**src/rtl/prio_irq_pkg.sv**
```systemverilog
package prio_irq_pkg;
  localparam int unsigned NSRC  = 3;
  localparam int unsigned CSR_W = 2 + 2 * NSRC;

  // register view: [7] high/global enable, [6] low/peripheral enable,
  // [5:3] source enables, [2:0] source flags
  typedef struct packed {
    logic            ghi;
    logic            glo;
    logic [NSRC-1:0] en;
    logic [NSRC-1:0] flg;
  } csr_t;

  localparam int unsigned SRC_TMR = 2;
  localparam int unsigned SRC_EXT = 1;
  localparam int unsigned SRC_CHG = 0;

  // sources whose level is fixed to high regardless of the select input
  localparam logic [NSRC-1:0] FIXED_HI_MASK = 3'b010;
endpackage

```
**src/rtl/irq_csr.sv**
```systemverilog
module irq_csr
  import prio_irq_pkg::*;
(
  input  logic            clk,
  input  logic            rst_n,
  input  logic            wr_en,
  input  csr_t            wr_data,
  input  logic [NSRC-1:0] set_pulse,
  input  logic            enter,
  input  logic            reti,
  input  logic            prio_mode,
  input  logic            take_hi,
  output csr_t            csr_q
);
  csr_t            base;
  logic [NSRC-1:0] flg_nxt;
  logic            ghi_nxt;
  logic            glo_nxt;

  assign base = wr_en ? wr_data : csr_q;

  // flag set pulses override whatever the write put there
  for (genvar i = 0; i < NSRC; i++) begin : g_flag
    assign flg_nxt[i] = set_pulse[i] | base.flg[i];
  end

  always_comb begin
    ghi_nxt = base.ghi;
    glo_nxt = base.glo;
    if (enter) begin
      if (take_hi) ghi_nxt = 1'b0;
      else         glo_nxt = 1'b0;
    end else if (reti) begin
      if (prio_mode && base.ghi) glo_nxt = 1'b1;
      else                       ghi_nxt = 1'b1;
    end
  end

  always_ff @(posedge clk or negedge rst_n) begin
    if (!rst_n) begin
      csr_q <= '0;
    end else begin
      csr_q.ghi <= ghi_nxt;
      csr_q.glo <= glo_nxt;
      csr_q.en  <= base.en;
      csr_q.flg <= flg_nxt;
    end
  end

  for (genvar i = 0; i < NSRC; i++) begin : g_chk
    a_r3_flag_set: assert property (@(posedge clk) disable iff (!rst_n)
      set_pulse[i] |=> csr_q.flg[i]);
  end

  a_r9_legacy_entry: assert property (@(posedge clk) disable iff (!rst_n)
    (enter && !prio_mode) |=> !csr_q.ghi);

  a_r10_legacy_return: assert property (@(posedge clk) disable iff (!rst_n)
    (reti && !enter && !prio_mode) |=> csr_q.ghi);
endmodule

```
**src/rtl/irq_resolve.sv**
```systemverilog
module irq_resolve
  import prio_irq_pkg::*;
(
  input  csr_t            csr,
  input  logic            prio_mode,
  input  logic [NSRC-1:0] src_lvl_hi,
  input  logic            perip_req,
  output logic            irq,
  output logic            take_hi
);
  logic [NSRC-1:0] act;
  logic [NSRC-1:0] hi_mask;
  logic            hi_any;
  logic            lo_any;
  logic            legacy_req;
  logic            prio_req;

  assign act = csr.en & csr.flg;

  for (genvar i = 0; i < NSRC; i++) begin : g_lvl
    if (FIXED_HI_MASK[i]) begin : g_fixed
      assign hi_mask[i] = 1'b1;
    end else begin : g_sel
      assign hi_mask[i] = src_lvl_hi[i];
    end
  end

  assign hi_any     = |(act & hi_mask);
  assign lo_any     = |(act & ~hi_mask);
  assign legacy_req = csr.ghi && ((|act) || (csr.glo && perip_req));
  assign prio_req   = csr.ghi && (hi_any || (csr.glo && lo_any));
  assign irq        = prio_mode ? prio_req : legacy_req;
  assign take_hi    = !prio_mode || hi_any;

  always_comb begin
    if (!csr.ghi) a_r6_gate: assert (!irq);
    if (prio_mode && csr.en[SRC_EXT] && csr.flg[SRC_EXT]) a_r7_ext_hi: assert (take_hi);
  end
endmodule

```
**src/rtl/irq_vector.sv**
```systemverilog
module irq_vector #(
  parameter int unsigned    VEC_W  = 16,
  parameter logic [VEC_W-1:0] VEC_HI = 16'h0008,
  parameter logic [VEC_W-1:0] VEC_LO = 16'h0018
) (
  input  logic             clk,
  input  logic             rst_n,
  input  logic             enter,
  input  logic             take_hi,
  output logic [VEC_W-1:0] vec_q
);
  always_ff @(posedge clk or negedge rst_n) begin
    if (!rst_n)     vec_q <= VEC_HI;
    else if (enter) vec_q <= take_hi ? VEC_HI : VEC_LO;
  end

  a_r8_hold: assert property (@(posedge clk) disable iff (!rst_n)
    !enter |=> $stable(vec_q));
endmodule

```
**src/rtl/prio_irq_ctrl.sv**
```systemverilog
module prio_irq_ctrl
  import prio_irq_pkg::*;
#(
  parameter int unsigned      VEC_W  = 16,
  parameter logic [VEC_W-1:0] VEC_HI = 16'h0008,
  parameter logic [VEC_W-1:0] VEC_LO = 16'h0018
) (
  input  logic             clk,
  input  logic             rst_n,
  input  logic             csr_wr_en,
  input  logic [CSR_W-1:0] csr_wr_data,
  output logic [CSR_W-1:0] csr_rd_data,
  input  logic [NSRC-1:0]  src_set,
  input  logic             perip_req,
  input  logic             prio_mode,
  input  logic [NSRC-1:0]  src_lvl_hi,
  input  logic             vec_enter,
  input  logic             vec_return,
  output logic             irq_req,
  output logic [VEC_W-1:0] vec_addr
);
  csr_t csr_q;
  logic take_hi;

  irq_csr u_csr (
    .clk       (clk),
    .rst_n     (rst_n),
    .wr_en     (csr_wr_en),
    .wr_data   (csr_t'(csr_wr_data)),
    .set_pulse (src_set),
    .enter     (vec_enter),
    .reti      (vec_return),
    .prio_mode (prio_mode),
    .take_hi   (take_hi),
    .csr_q     (csr_q)
  );

  irq_resolve u_resolve (
    .csr        (csr_q),
    .prio_mode  (prio_mode),
    .src_lvl_hi (src_lvl_hi),
    .perip_req  (perip_req),
    .irq        (irq_req),
    .take_hi    (take_hi)
  );

  irq_vector #(.VEC_W(VEC_W), .VEC_HI(VEC_HI), .VEC_LO(VEC_LO)) u_vector (
    .clk     (clk),
    .rst_n   (rst_n),
    .enter   (vec_enter),
    .take_hi (take_hi),
    .vec_q   (vec_addr)
  );

  assign csr_rd_data = csr_q;
endmodule

```
**config.mk**
```make
export PLATFORM = sky130hd
export DESIGN_NAME = prio_irq_ctrl
export DESIGN_NICKNAME = d
export VERILOG_FILES = /design/src/rtl/prio_irq_pkg.sv /design/src/rtl/irq_csr.sv /design/src/rtl/irq_resolve.sv /design/src/rtl/irq_vector.sv /design/src/rtl/prio_irq_ctrl.sv
export SDC_FILE = /design/constraint.sdc
export NUM_CORES = 1
export LEC_CHECK = 0
export BUFFER_PORTS_ARGS = -buffer_cell sky130_fd_sc_hd__clkbuf_2
export CORE_MARGIN = 10
export CORE_UTILIZATION = 42
export CTS_BUF_LIST = sky130_fd_sc_hd__clkbuf_8
export DETAILED_ROUTE_END_ITERATION = 16
export GPL_TIMING_DRIVEN = 0
export PLACE_DENSITY = 0.88
export REMOVE_ABC_BUFFERS = 1
export SLEW_MARGIN = 20
export SYNTH_ARGS = -nofsm -noshare
export SYNTH_HDL_FRONTEND = slang
export SYNTH_SLANG_ARGS = --single-unit
export TNS_END_PERCENT = 100
```
**constraint.sdc**
```tcl
create_clock -name clk -period 2.5 [get_ports clk]
set_input_delay 0.125 -clock clk [delete_from_list [all_inputs] [get_ports clk]]
set_output_delay 0.125 -clock clk [all_outputs]
set_load 0.1 [all_outputs]
```
# After elaboration in Yosys (flattened, before gate mapping)
# Cells that the tools add are included.
# classes
bitwise,7
reduce_logical,12
muxes,11
# ops
operator,count
AND 3 bit,3
2-to-1 mux 1 bit,9
OR reduction 3 bit,3
2-to-1 mux 8 bit,1
logical AND 1 bit,5
2-to-1 mux 5 bit,1
logical OR 1 bit,3
inverter 3 bit,1
OR 1 bit,3
zero test 1 bit,1
# word_totals
input_bits,21
output_inout_bits,25
register_bits,24
word_cells,35

# Depth between registers and ports, before layout
# Gate-level depths: netlist of the first run.
# depth
depth_word,7
ltp_mapped,3
ltp_nobuf,3

# Hierarchy
# A second synthesis of the first run with hierarchy kept.
# hier_totals
cells_unflattened,58
area_unflattened_um2,575.6
# modules_own_cells
mod,area_each_um2,cells_per_inst,instances
irq_csr,346.6,26,1
irq_vector,158.9,20,1
irq_resolve,70.1,12,1

# Least setup slack after synthesis of the first run
# No wires, ideal clock.
# synth_path
path_type,flip-flop to output port
startpoint,"register, netlist name u_csr.csr_q[3]"
endpoint,output port irq_req
path_slack_ps,-1323
arrival_time_ps,3698
path_stages_with_launch,4
cell_sequence,dfrtp_1 nand3_1 and4_1 a221oi_1
# synth_between
elab_chain_len,7
word_cells_on_any_way,12
# synth_rtl
element,line_no,rtl
AND 3 bit *,irq_resolve.sv:18,assign act = csr.en & csr.flg;
AND 3 bit,irq_resolve.sv:29,assign lo_any = |(act & ~hi_mask);
OR reduction 3 bit,irq_resolve.sv:29,
logical AND 1 bit,irq_resolve.sv:31,assign prio_req = csr.ghi && (hi_any || (csr.glo && lo_any));
logical OR 1 bit,irq_resolve.sv:31,
logical AND 1 bit,irq_resolve.sv:31,
2-to-1 mux 1 bit *,irq_resolve.sv:32,assign irq = prio_mode ? prio_req : legacy_req;
end: declaration,prio_irq_ctrl.sv:19,"output logic irq_req,"
# Mark *: on every way between the ends. The rest lies on a longest branch, timed or not.

# Worst setup path in the final report of the first run
# layout_path
startpoint,"register, netlist name u_csr.csr_q[3]"
endpoint,output port irq_req
# layout_between
elab_chain_len,7
word_cells_on_any_way,12
# layout_rtl
element,line_no
AND 3 bit *,irq_resolve.sv:18
AND 3 bit,irq_resolve.sv:29
OR reduction 3 bit,irq_resolve.sv:29
logical AND 1 bit,irq_resolve.sv:31
logical OR 1 bit,irq_resolve.sv:31
logical AND 1 bit,irq_resolve.sv:31
2-to-1 mux 1 bit *,irq_resolve.sv:32
# Marks and branches as above.

==> results_tabular.tex, run 1 <==
\begin{tabular}{lr}
\hline
Metric & Value \\
\hline
\multicolumn{2}{l}{\textbf{STA}} \\
\quad Worst max-slew margin expressed relative to the limit & 63.6\% \\
\quad Min setup slack post-route & 597 ps \\
\quad Pin slew with the least headroom to its limit & 548 ps \\
\quad Unrepaired setup endpoints after global routing & no \\
\quad Max frequency & 525 MHz \\
\quad Final critical-path share of the clock period & 76.1\% \\
\quad Fin crit period & 1900 ps \\
\quad Number of setup violations in the final report & 0 \\
\quad Largest clock skew in the final design & 1.40 ps \\
\quad Final hold vios & 0 \\
\quad Total count of max-transition violations in the final report & 0 \\
\quad Total negative slack & 0 ps \\
\multicolumn{2}{l}{\textbf{Routing}} \\
\quad Number of DRC markers in iteration 0 & 7 \\
\quad Wirelength per Cell & 13.6 um \\
\quad Post-detailed-route count of antenna-violating nets & 0 \\
\quad Routed wire length & 1370 um \\
\quad Number of iterations in the first detailed-routing pass & 4 \\
\quad Drt via density & 4.51 \\
\quad Drt drc & 0 \\
\quad Count of vias placed by the detailed router & 456 \\
\multicolumn{2}{l}{\textbf{Logic synthesis}} \\
\quad Mapped Area & 573 um\^{}2 \\
\quad Post-synth EDFFs & 0 \\
\quad Share of async-settable or async-resettable flops after synthesis & 100\% \\
\quad Gate count of the mapped netlist & 55 \\
\quad Sequential share of the synthesized area & 39.3\% \\
\quad Total number of yosys warnings & 0 \\
\quad Post-synth top flop & dfrtp\_1 \\
\quad Number of distinct standard cells referenced by the synthesized netlist & 21 \\
\quad Average footprint of a synthesized cell & 10.4 um\^{}2 \\
\quad Number of synthesized register bits & 9 \\
\multicolumn{2}{l}{\textbf{Final layout}} \\
\quad Layout area overhead & 26.2\% \\
\quad Number of antenna cells inserted & 0 \\
\quad Leading cell type in the layout, fill and taps excluded & clkbuf\_2 \\
\quad Share of final-layout standard cells stronger than drive strength 1 & 43.0\% \\
\quad Commonest cells after routing, fill and taps aside & 29 x clkbuf\_2, 15 x conb\_1, 9 x dfrtp\_1, 4 x mux2\_2 \\
\quad Area of the multi-input gates & 272 um\^{}2 \\
\quad Layout filler cell count & 117 \\
\quad Final-stage net count & 108 \\
\quad Flip-flop and latch area & 225 um\^{}2 \\
\multicolumn{2}{l}{\textbf{Critical path}} \\
\quad Critical path class & flop to output pin \\
\quad Worst-path fanout max & 5 \\
\quad Crit path launch type & flop \\
\quad Crit path DAT & 1780 ps \\
\quad Biggest cell delay along the critical path & 510 ps \\
\quad Critical path cell sequence & nand3\_1 -> and4\_1 -> a221oi\_1 -> clkbuf\_2 \\
\quad Critical path endpoint category & output pin \\
\quad Slowest CP cell & clkbuf\_2 \\
\quad Required time of the critical path & 2380 ps \\
\quad Count of cells along the worst register-to-register path & 3 \\
\quad Setup slack of the worst register-to-register path & 1370 ps \\
\multicolumn{2}{l}{\textbf{Clock tree}} \\
\quad Clock tree from TritonCTS & built \\
\quad Deepest clock path buffer count & 2 \\
\quad Clock latency on the worst-skew pair & 230 ps \\
\quad Resized Gates After CTS & 0 \\
\quad Number of buffers created by CTS & 3 \\
\quad Count of H-tree levels built during CTS & 1 \\
\quad Clock edge transition at the registers on the reported setup and hold paths & 40 ps \\
\quad Hold bufs inserted after CTS & 1 \\
\quad Number of buffers inserted to repair setup after CTS & 0 \\
\quad Clock root cell & clkbuf\_8 \\
\quad CTS Sinks & 9 \\
\multicolumn{2}{l}{\textbf{Floorplan}} \\
\quad Floorplan Core Area & 0.00130 mm\^{}2 \\
\quad Row cnt & 13 \\
\quad Width of the die & 56.9 um \\
\quad Initial cell density of the core & 44.0\% \\
\quad Die outline height & 56.9 um \\
\quad Die area & 0.00324 mm\^{}2 \\
\quad Number of top-level design ports & 46 \\
\multicolumn{2}{l}{\textbf{Global route}} \\
\quad Aggregate global routing overflow & 0 \\
\quad Largest net degree at the start of global routing & 12 \\
\quad Overall track demand over capacity in global routing & 8.45\% \\
\quad Initial antenna violation count & 0 \\
\quad Number of global-route vias before repair & 517 \\
\quad First-pass GRT wire length & 2200 um \\
\multicolumn{2}{l}{\textbf{Place}} \\
\quad Worst setup slack after placement & 850 ps \\
\quad Total half-perimeter wirelength after legalization and detailed placement & 1230 um \\
\quad Last weighted congestion value of the routability-driven placer & 0.713 \\
\quad Number of buffers added on ports & 29 \\
\multicolumn{2}{l}{\textbf{Pwr}} \\
\quad Worst VDD drop & 0.000432 V \\
\quad Leakage & 0.399 nW \\
\quad Final Power & 0.634 mW \\
\quad Pwr per Cell Area & 876 mW/mm\^{}2 \\
\multicolumn{2}{l}{\textbf{Hold path}} \\
\quad Min-Delay Path Class & input pin to flop \\
\quad Cell depth of the worst hold path & 2 \\
\multicolumn{2}{l}{\textbf{Job}} \\
\quad Max capacitance violation total & 0 \\
\multicolumn{2}{l}{\textbf{Outcome}} \\
\quad Result of the run & finished, final reports clean \\
\hline
\end{tabular}
synth_stat cells, types with 2 or more instances:
cell type / instances / area (um^2)
buf_4: 15 / 113
dfrtp_1: 9 / 225
mux2_2: 4 / 45.0
a211o_1: 3 / 26.3
nor2b_1: 3 / 18.8
and3b_1: 2 / 17.5
conb_1: 2 / 7.51
inv_1: 2 / 7.51
mux2i_1: 2 / 20.0
nand3_1: 2 / 10.0
area by class of cell:
| type | instances | area share (%) |
|---|---|---|
| multi-input combinational | 41 | 37.5 |
| sequential | 9 | 31.1 |
| timing repair buffer | 30 | 21.5 |
| clock buffer | 3 | 5.71 |
| tap | 15 | 2.60 |
| inverter | 2 | 1.04 |
| clock inverter | 1 | 0.519 |
stage by stage:
step / util, % / hold WS (ps) / cell area, um^2 / std cells
after detailed placement: 51.3 / -7.07 / 668 / 96
after global placement: 51.3 / -12.5 / 668 / 96
after floorplan: - / -171 / 504 / 52
final: 55.6 / 87.4 / 723 / 101
after CTS: 55.6 / 84.8 / 723 / 101
after global routing: 55.6 / 93.1 / 723 / 101
metal layers:
layer / vias to the layer above / wire (um) / global-route usage [%]
li1: 223 / - / -
met4: 0 / 11 / 5.03
met5: - / 0 / 0
met2: 31 / 606 / 12.6
met3: 2 / 164 / 4.87
met1: 200 / 590 / 9.10
registers in the layout, summed over array words and instances, names as in the netlist:
| name | cells |
|---|---|
| u_csr.csr_q | 8 |
| u_vector.vec_q | 1 |
critical path: cells and delay by family, from the launching register on:
kind            cells  cell delay, ps
flops               1             390
compound gates      1             300
simple gates        2             340
buf+inv             1             510
where the power goes:
| part | internal, mW | switching (mW) |
|---|---|---|
| clock | 0.106 | 0.0523 |
| sequential | 0.161 | 0.0139 |
| combinational | 0.0447 | 0.255 |
logic make-up (layout without fill, tap and decap cells):
family,count (synthesis),count (layout),share of synthesized area [%]
buffers and inverters,18,36,21.8
AND/OR/NAND/NOR,11,11,12.9
AO/OA/AOI/OAI,9,9,13.3
flip-flops,9,9,39.3
multiplexers,6,6,11.4
other,2,15,1.31
path summary, 6_finish.rpt:
| check | start | to |
|---|---|---|
| worst max-delay path | u_csr.csr_q[3] | irq_req |
| worst min-delay path | src_set[1] | u_csr.csr_q[1] |
| worst max register to register | u_csr.csr_q[3] | u_vector.vec_q[4] |
| worst min register to register | u_vector.vec_q[4] | u_vector.vec_q[4] |
| max in group asynchronous | rst_n | u_csr.csr_q[7] |
| min in group asynchronous | rst_n | u_csr.csr_q[2] |
No activity file was read; power rests on OpenSTA's default activity.
==> inputs of run 2 (changes only) <==
--- a/config.mk
+++ b/config.mk
@@ -7,11 +7,11 @@
 export LEC_CHECK = 0
 export BUFFER_PORTS_ARGS = -buffer_cell sky130_fd_sc_hd__clkbuf_2
 export CORE_MARGIN = 10
-export CORE_UTILIZATION = 42
+export CORE_UTILIZATION = 39
 export CTS_BUF_LIST = sky130_fd_sc_hd__clkbuf_8
 export DETAILED_ROUTE_END_ITERATION = 16
 export GPL_TIMING_DRIVEN = 0
-export PLACE_DENSITY = 0.88
+export PLACE_DENSITY = 0.83
 export REMOVE_ABC_BUFFERS = 1
 export SLEW_MARGIN = 20
 export SYNTH_ARGS = -nofsm -noshare
==> constraint.sdc (replaced) <==
create_clock -name clk -period 1.85 [get_ports clk]
set_input_delay 0.0925 -clock clk [delete_from_list [all_inputs] [get_ports clk]]
set_output_delay 0.0925 -clock clk [all_outputs]
set_load 0.1 [all_outputs]
==> run 2 against run 1 <==
  * First-iteration DRC count down 43%
  * Wire length up 15%
  * Sequential power up 36%
  * Cell count unchanged
  * Die area up 5.0%
  * Register-to-register slack worse by 670 ps
  * Utilization down 1.8 points
  * Global-route usage up 0.90 points
  * Critical path depth unchanged
  * Hold slack worse by 34 ps
  * Sequential share of layout area down 0.11 points
  * Clock-buffer cell count unchanged
  * Critical endpoint unchanged
  * Largest cell class unchanged
==> results_tabular.tex, run 2 (synthesis results as in run 1) <==
\begin{tabular}{lr}
\hline
Metric & Value \\
\hline
\multicolumn{2}{l}{\textbf{Routing}} \\
\quad Drt drc & 0 (unchanged) \\
\quad Number of DRC markers in iteration 0 & 4 (-3) \\
\quad Number of iterations in the first detailed-routing pass & 4 (unchanged) \\
\quad Count of vias placed by the detailed router & 474 (+3.9\%) \\
\quad Wirelength per Cell & 15.6 um (+15\%) \\
\quad Post-detailed-route count of antenna-violating nets & 0 (unchanged) \\
\quad Drt via density & 4.69 (+3.9\%) \\
\quad Routed wire length & 1580 um (+15\%) \\
\multicolumn{2}{l}{\textbf{Floorplan}} \\
\quad Floorplan Core Area & 0.00135 mm\^{}2 (+3.7\%) \\
\quad Die area & 0.00340 mm\^{}2 (+5.0\%) \\
\quad Number of top-level design ports & 46 (unchanged) \\
\quad Row cnt & 13 (unchanged) \\
\quad Die outline height & 58.3 um (+2.5\%) \\
\quad Initial cell density of the core & 42.4\% (-1.6 points) \\
\quad Width of the die & 58.3 um (+2.5\%) \\
\multicolumn{2}{l}{\textbf{Final layout}} \\
\quad Largest Register & u\_csr.csr\_q \\
\quad Leading cell type in the layout, fill and taps excluded & clkbuf\_2 \\
\quad Final standard cell count with taps included and fillers excluded & 101 (unchanged) \\
\quad Final-stage net count & 108 (unchanged) \\
\quad Regs by FF count & u\_csr.csr\_q x8, u\_vector.vec\_q x1 \\
\quad Fraction of the core area covered by cells at the end of the flow & 53.8\% (-1.8 points) \\
\quad Final cell area excluding filler cells & 726 um\^{}2 (+0.35\%) \\
\quad Commonest cells after routing, fill and taps aside & 28 x clkbuf\_2, 15 x conb\_1, 9 x dfrtp\_1, 4 x mux2\_2 \\
\quad Number of antenna cells inserted & 0 (unchanged) \\
\quad Largest register FFs & 8 (unchanged) \\
\quad Share of final-layout standard cells stronger than drive strength 1 & 43.0\% (unchanged) \\
\quad Layout area overhead & 26.6\% \\
\multicolumn{2}{l}{\textbf{Critical path}} \\
\quad Slowest CP cell & dfrtp\_1 \\
\quad Capture point of the worst reg-to-reg path & u\_vector.vec\_q[4] \\
\quad Critical path cell sequence & nand3\_1 -> and4\_1 -> a221oi\_1 -> buf\_4 \\
\quad Biggest cell delay along the critical path & 410 ps (-100 ps) \\
\quad Crit path DAT & 1640 ps (-140 ps) \\
\quad Critical path class & flop to output pin \\
\quad Crit path buffers/inverters & 1 (unchanged) \\
\quad Required time of the critical path & 1760 ps (-620 ps) \\
\quad Delay-heaviest family, CP & flip-flops \\
\quad Critical path endpoint category & output pin \\
\quad Crit path launch type & flop \\
\quad Worst-path fanout max & 5 (unchanged) \\
\quad Setup slack of the worst register-to-register path & 700 ps (-670 ps) \\
\quad Reg2Reg Launch Point & u\_csr.csr\_q[5] \\
\quad Count of cells along the worst register-to-register path & 3 (unchanged) \\
\multicolumn{2}{l}{\textbf{STA}} \\
\quad Total count of max-transition violations in the final report & 0 (unchanged) \\
\quad Final critical-path share of the clock period & 93.4\% \\
\quad Fin crit period & 1730 ps \\
\quad Final worst hold slack & 53.1 ps (-34.3 ps) \\
\quad Total negative slack & 0 ps (unchanged) \\
\quad Max frequency & 578 MHz \\
\quad Worst max-slew margin expressed relative to the limit & 63.7\% (+0.064 points) \\
\quad Final hold vios & 0 (unchanged) \\
\quad Number of setup violations in the final report & 0 (unchanged) \\
\quad Pin slew with the least headroom to its limit & 548 ps (-0.962 ps) \\
\quad Unrepaired setup endpoints after global routing & no \\
\quad Min setup slack post-route & 121 ps (-476 ps) \\
\quad Largest clock skew in the final design & 1.31 ps (-0.0894 ps) \\
\multicolumn{2}{l}{\textbf{Place}} \\
\quad Number of cells after detailed placement & 96 (unchanged) \\
\quad Total half-perimeter wirelength after legalization and detailed placement & 1310 um (+6.7\%) \\
\quad Placed cell areas & 668 um\^{}2 (unchanged) \\
\quad Worst setup slack after placement & 209 ps (-641 ps) \\
\quad Number of buffers added on ports & 29 (unchanged) \\
\quad Last weighted congestion value of the routability-driven placer & 0.746 (+4.6\%) \\
\multicolumn{2}{l}{\textbf{Pwr}} \\
\quad Leakage & 0.400 nW (+0.18\%) \\
\quad Worst VDD drop & 0.000469 V (+8.6\%) \\
\quad Final Power & 0.864 mW (+36\%) \\
\quad Switching power share of the total & 50.9\% (+0.19 points) \\
\quad Int Pwr & 0.424 mW (+36\%) \\
\quad Combinational share of power & 47.4\% (about the same) \\
\quad Power spent charging and discharging nets & 0.440 mW (+37\%) \\
\quad Pwr per Cell Area & 1190 mW/mm\^{}2 (+36\%) \\
\quad Clock power frac & 25.1\% (about the same) \\
\quad Sequential group share of total power & 27.5\% (about the same) \\
\multicolumn{2}{l}{\textbf{Clock tree}} \\
\quad Number of buffers created by CTS & 3 (unchanged) \\
\quad Clock edge transition at the registers on the reported setup and hold paths & 40 ps (about the same) \\
\quad CTS Sinks & 9 (unchanged) \\
\quad Clock root cell & clkbuf\_8 \\
\quad Number of buffers inserted to repair setup after CTS & 0 (unchanged) \\
\quad Clock tree from TritonCTS & built \\
\quad Count of H-tree levels built during CTS & 1 (unchanged) \\
\quad Deepest clock path buffer count & 2 (unchanged) \\
\quad Clock latency on the worst-skew pair & 230 ps (about the same) \\
\multicolumn{2}{l}{\textbf{Global route}} \\
\quad Overall track demand over capacity in global routing & 9.35\% (+0.90 points) \\
\quad Initial antenna violation count & 0 (unchanged) \\
\quad Largest net degree at the start of global routing & 12 (unchanged) \\
\quad First-pass GRT wire length & 2500 um (+13\%) \\
\quad Aggregate global routing overflow & 0 (unchanged) \\
\quad Number of global-route vias before repair & 520 (+0.58\%) \\
\multicolumn{2}{l}{\textbf{Hold path}} \\
\quad Worst hold path endpoint & u\_csr.csr\_q[2] \\
\quad Min-Delay Path Class & input pin to flop \\
\quad Cell depth of the worst hold path & 2 (unchanged) \\
\quad Hold wc startpoint & src\_set[2] \\
\multicolumn{2}{l}{\textbf{Outcome}} \\
\quad Result of the run & finished, final reports clean \\
\multicolumn{2}{l}{\textbf{Job}} \\
\quad Max capacitance violation total & 0 (unchanged) \\
\hline
\end{tabular}
==> run 2: worst max-delay path by stage <==
stage	from	to	slack, ps	depth (start not counted)
finish	u_csr.csr_q[5]	irq_req	120	4
floorplan	u_csr.csr_q[3]	irq_req	-1940	3
global route	u_csr.csr_q[2]	irq_req	20	4
global placement	u_csr.csr_q[3]	irq_req	260	4
detailed placement	u_csr.csr_q[2]	irq_req	210	4
CTS	u_csr.csr_q[2]	irq_req	80	4
==> run 2: area by class of cell <==
class                      count  area (um^2)
clock inverter                 1         3.75
tap                           15         18.8
timing repair buffer          30          158
fill                         129          624
clock buffer                   3         41.3
inverter                       2         7.51
multi-input combinational     41          272
sequential                     9          225
==> run 2: worst register-to-register path: cells and delay by family, from the launching register on <==
kind / cells / cell delay [ps]
flip-flops: 1 / 410
multiplexers: 1 / 270
AND/OR/NAND/NOR: 2 / 340
==> run 2: power by group through the flow <==
stage                     Clock, mW  Sequential, mW  Combinational (mW)
final                         0.217           0.238               0.409
after global routing          0.233           0.241               0.426
after CTS                     0.222           0.238               0.410
after detailed placement          0           0.239               0.406
after global placement            0           0.237               0.403
after floorplan                   0           0.380               0.199
==> run 2: repair_timing <==
item / in CTS / in global routing
pin swaps: 0 / 0
hold buffers: 1 / 0
endpoints found under the hold margin: 9 / 0
resized for setup: 1 / 1
setup endpoints to repair: 1 / 1
==> run 2: metal layers <==
layer / wire length, um / global-route usage [%]
met1: 551 / 8.73
met2: 839 / 15.6
met3: 184 / 5.58
met4: 0 / 5.03
met5: 0 / 0
==> inputs of run 3 (changes only) <==
--- a/config.mk
+++ b/config.mk
@@ -7,11 +7,11 @@
 export LEC_CHECK = 0
 export BUFFER_PORTS_ARGS = -buffer_cell sky130_fd_sc_hd__clkbuf_2
 export CORE_MARGIN = 10
-export CORE_UTILIZATION = 39
-export CTS_BUF_LIST = sky130_fd_sc_hd__clkbuf_8
+export CORE_UTILIZATION = 37
+export CTS_BUF_LIST = sky130_fd_sc_hd__clkbuf_4 sky130_fd_sc_hd__clkbuf_8 sky130_fd_sc_hd__clkbuf_16
 export DETAILED_ROUTE_END_ITERATION = 16
 export GPL_TIMING_DRIVEN = 0
-export PLACE_DENSITY = 0.83
+export PLACE_DENSITY = 0.8
 export REMOVE_ABC_BUFFERS = 1
 export SLEW_MARGIN = 20
 export SYNTH_ARGS = -nofsm -noshare
==> run 3 against run 2 <==
  * Maximum frequency up 1.9%
  * Sequential share of layout area up 0.054 points
  * Via count unchanged
  * Wire length down 5.0%
  * Sequential cell count unchanged
  * Largest power group unchanged
  * Die area up 3.5%
  * Total power down 5.4%
  * Highest routed layer is now met4
==> results_tabular.tex, run 3 (synthesis results as in run 1) <==
\begin{tabular}{lr}
\hline
Metric & Value \\
\hline
\multicolumn{2}{l}{\textbf{Clock tree}} \\
\quad Clock latency on the worst-skew pair & 260 ps (+30 ps) \\
\quad Clock root cell & clkbuf\_4 \\
\quad Number of buffers created by CTS & 3 (unchanged) \\
\quad Count of H-tree levels built during CTS & 1 (unchanged) \\
\quad Deepest clock path buffer count & 2 (unchanged) \\
\quad CTS Sinks & 9 (unchanged) \\
\quad Clock tree from TritonCTS & built \\
\quad Clock edge transition at the registers on the reported setup and hold paths & 60 ps (+20 ps) \\
\multicolumn{2}{l}{\textbf{Floorplan}} \\
\quad Row cnt & 14 (+1) \\
\quad Die outline height & 59.4 um (+1.8\%) \\
\quad Floorplan Core Area & 0.00149 mm\^{}2 (+10\%) \\
\quad Initial cell density of the core & 38.5\% (-4.0 points) \\
\quad Die area & 0.00352 mm\^{}2 (+3.5\%) \\
\quad Width of the die & 59.4 um (+1.8\%) \\
\quad Number of top-level design ports & 46 (unchanged) \\
\multicolumn{2}{l}{\textbf{Critical path}} \\
\quad Critical path endpoint category & output pin \\
\quad Critical path class & flop to output pin \\
\quad CP Depth & 4 (unchanged) \\
\quad Worst-path fanout max & 5 (unchanged) \\
\quad Crit path buffers/inverters & 1 (unchanged) \\
\quad Crit path DAT & 1600 ps (-40 ps) \\
\quad Critical path cell sequence & nand3\_1 -> and4\_1 -> a221oi\_2 -> clkbuf\_8 \\
\quad Slowest CP cell & dfrtp\_1 \\
\quad Crit path launch type & flop \\
\quad Biggest cell delay along the critical path & 410 ps (about the same) \\
\quad Delay-heaviest family, CP & flip-flops \\
\quad Required time of the critical path & 1760 ps (about the same) \\
\quad Count of cells along the worst register-to-register path & 3 (unchanged) \\
\multicolumn{2}{l}{\textbf{Routing}} \\
\quad Routed wire length & 1500 um (-5.0\%) \\
\quad Wirelength per Cell & 14.7 um (-5.9\%) \\
\quad Drt via density & 4.65 (-0.98\%) \\
\quad Post-detailed-route count of antenna-violating nets & 0 (unchanged) \\
\quad Number of iterations in the first detailed-routing pass & 4 (unchanged) \\
\quad Number of DRC markers in iteration 0 & 9 (+5) \\
\quad Count of vias placed by the detailed router & 474 (unchanged) \\
\quad Drt drc & 0 (unchanged) \\
\multicolumn{2}{l}{\textbf{STA}} \\
\quad Final hold vios & 0 (unchanged) \\
\quad Largest clock skew in the final design & 8.36 ps (+7.05 ps) \\
\quad Max frequency & 589 MHz (+1.9\%) \\
\quad Unrepaired setup endpoints after global routing & no \\
\quad Number of setup violations in the final report & 0 (unchanged) \\
\quad Total count of max-transition violations in the final report & 0 (unchanged) \\
\quad Final critical-path share of the clock period & 91.7\% (-1.7 points) \\
\quad Worst max-slew margin expressed relative to the limit & 63.2\% (-0.42 points) \\
\quad Pin slew with the least headroom to its limit & 554 ps (+6.38 ps) \\
\quad Fin crit period & 1700 ps (-31.5 ps) \\
\multicolumn{2}{l}{\textbf{Global route}} \\
\quad Initial antenna violation count & 0 (unchanged) \\
\quad Largest net degree at the start of global routing & 12 (unchanged) \\
\quad Number of global-route vias before repair & 496 (-4.6\%) \\
\quad Aggregate global routing overflow & 0 (unchanged) \\
\quad First-pass GRT wire length & 2210 um (-11\%) \\
\quad Overall track demand over capacity in global routing & 8.16\% (-1.2 points) \\
\multicolumn{2}{l}{\textbf{Final layout}} \\
\quad Final standard cell count with taps included and fillers excluded & 102 (+0.99\%) \\
\quad Layout filler cell count & 158 (+22\%) \\
\quad Largest Register & u\_csr.csr\_q \\
\quad Leading cell type in the layout, fill and taps excluded & clkbuf\_2 \\
\quad Share of final-layout standard cells stronger than drive strength 1 & 45.3\% (+2.3 points) \\
\quad Final-stage net count & 108 (unchanged) \\
\quad Commonest cells after routing, fill and taps aside & 28 x clkbuf\_2, 15 x conb\_1, 9 x dfrtp\_1, 4 x mux2\_2, 4 x clkbuf\_4 \\
\quad Number of antenna cells inserted & 0 (unchanged) \\
\quad Largest register FFs & 8 (unchanged) \\
\quad Regs by FF count & u\_csr.csr\_q x8, u\_vector.vec\_q x1 \\
\quad Layout area overhead & 26.4\% \\
\quad Final cell area excluding filler cells & 724 um\^{}2 (-0.17\%) \\
\multicolumn{2}{l}{\textbf{Pwr}} \\
\quad Leakage & 0.396 nW (-0.97\%) \\
\quad Pwr per Cell Area & 1130 mW/mm\^{}2 (-5.2\%) \\
\quad Final Power & 0.817 mW (-5.4\%) \\
\quad Worst VDD drop & 0.000459 V (-2.1\%) \\
\multicolumn{2}{l}{\textbf{Place}} \\
\quad Total half-perimeter wirelength after legalization and detailed placement & 1270 um (-3.2\%) \\
\quad Number of buffers added on ports & 29 (unchanged) \\
\quad Number of cells after detailed placement & 97 (+1.0\%) \\
\quad Last weighted congestion value of the routability-driven placer & 0.707 (-5.3\%) \\
\quad Placed cell areas & 669 um\^{}2 (+0.19\%) \\
\multicolumn{2}{l}{\textbf{Outcome}} \\
\quad Result of the run & finished, final reports clean \\
\multicolumn{2}{l}{\textbf{Hold path}} \\
\quad Min-Delay Path Class & input pin to flop \\
\quad Cell depth of the worst hold path & 2 (unchanged) \\
\multicolumn{2}{l}{\textbf{Job}} \\
\quad Max capacitance violation total & 0 (unchanged) \\
\hline
\end{tabular}
[run 3: path summary, 6_finish.rpt]
path / startpoint / to / slack (ps)
setup reg to reg: u_csr.csr_q[3] / u_vector.vec_q[4] / 680
min in group asynchronous: rst_n / u_csr.csr_q[6] / 210
hold reg to reg: u_vector.vec_q[4] / u_vector.vec_q[4] / 510
hold / removal: src_set[2] / u_csr.csr_q[2] / 10
setup / recovery: u_csr.csr_q[3] / irq_req / 150
max in group asynchronous: rst_n / u_vector.vec_q[4] / 1440
[run 3: final cells by class]
class / count / area, um^2 / area share (%)
multi-input cells: 41 / 278 / 38.3
flip-flops and latches: 9 / 225 / 31.1
repair buffers: 30 / 164 / 22.6
clock buffers: 4 / 30.0 / 4.15
well taps: 16 / 20.0 / 2.76
inverters: 2 / 7.51 / 1.04
[run 3: report_power, final]
group          internal, mW  leakage, nW  switching, mW  total, mW
sequential            0.217        0.103         0.0189      0.235
clock                0.0977       0.0184         0.0678      0.165
combinational        0.0665        0.275          0.350      0.416
total                 0.381        0.396          0.437      0.817
[run 3: stage by stage]
stage | hold WS [ps] | setup WS, ps | utilization (%) | TNS (ps)
after floorplan | -203 | -1940 | - | -1940
final | 14.1 | 153 | 48.7 | 0
after global placement | -41.5 | 252 | 45.0 | 0
after global routing | 5.45 | 59.4 | 48.7 | 0
after detailed placement | -38.3 | 242 | 45.0 | 0
after CTS | 5.02 | 59.5 | 47.8 | 0
[run 3: per-layer routing]
layer	part of all wire (%)	global-route usage, %
met5	0	0
met1	36	8.39
met3	13	3.22
met2	49	13.1
met4	1.7	5.90
[run 3: timing repair]
action                     CTS  global route
setup buffers                0             0
resized for setup            1             3
setup endpoints to repair    1             1
hold endpoints to repair     9             0
hold buffers                 1             0
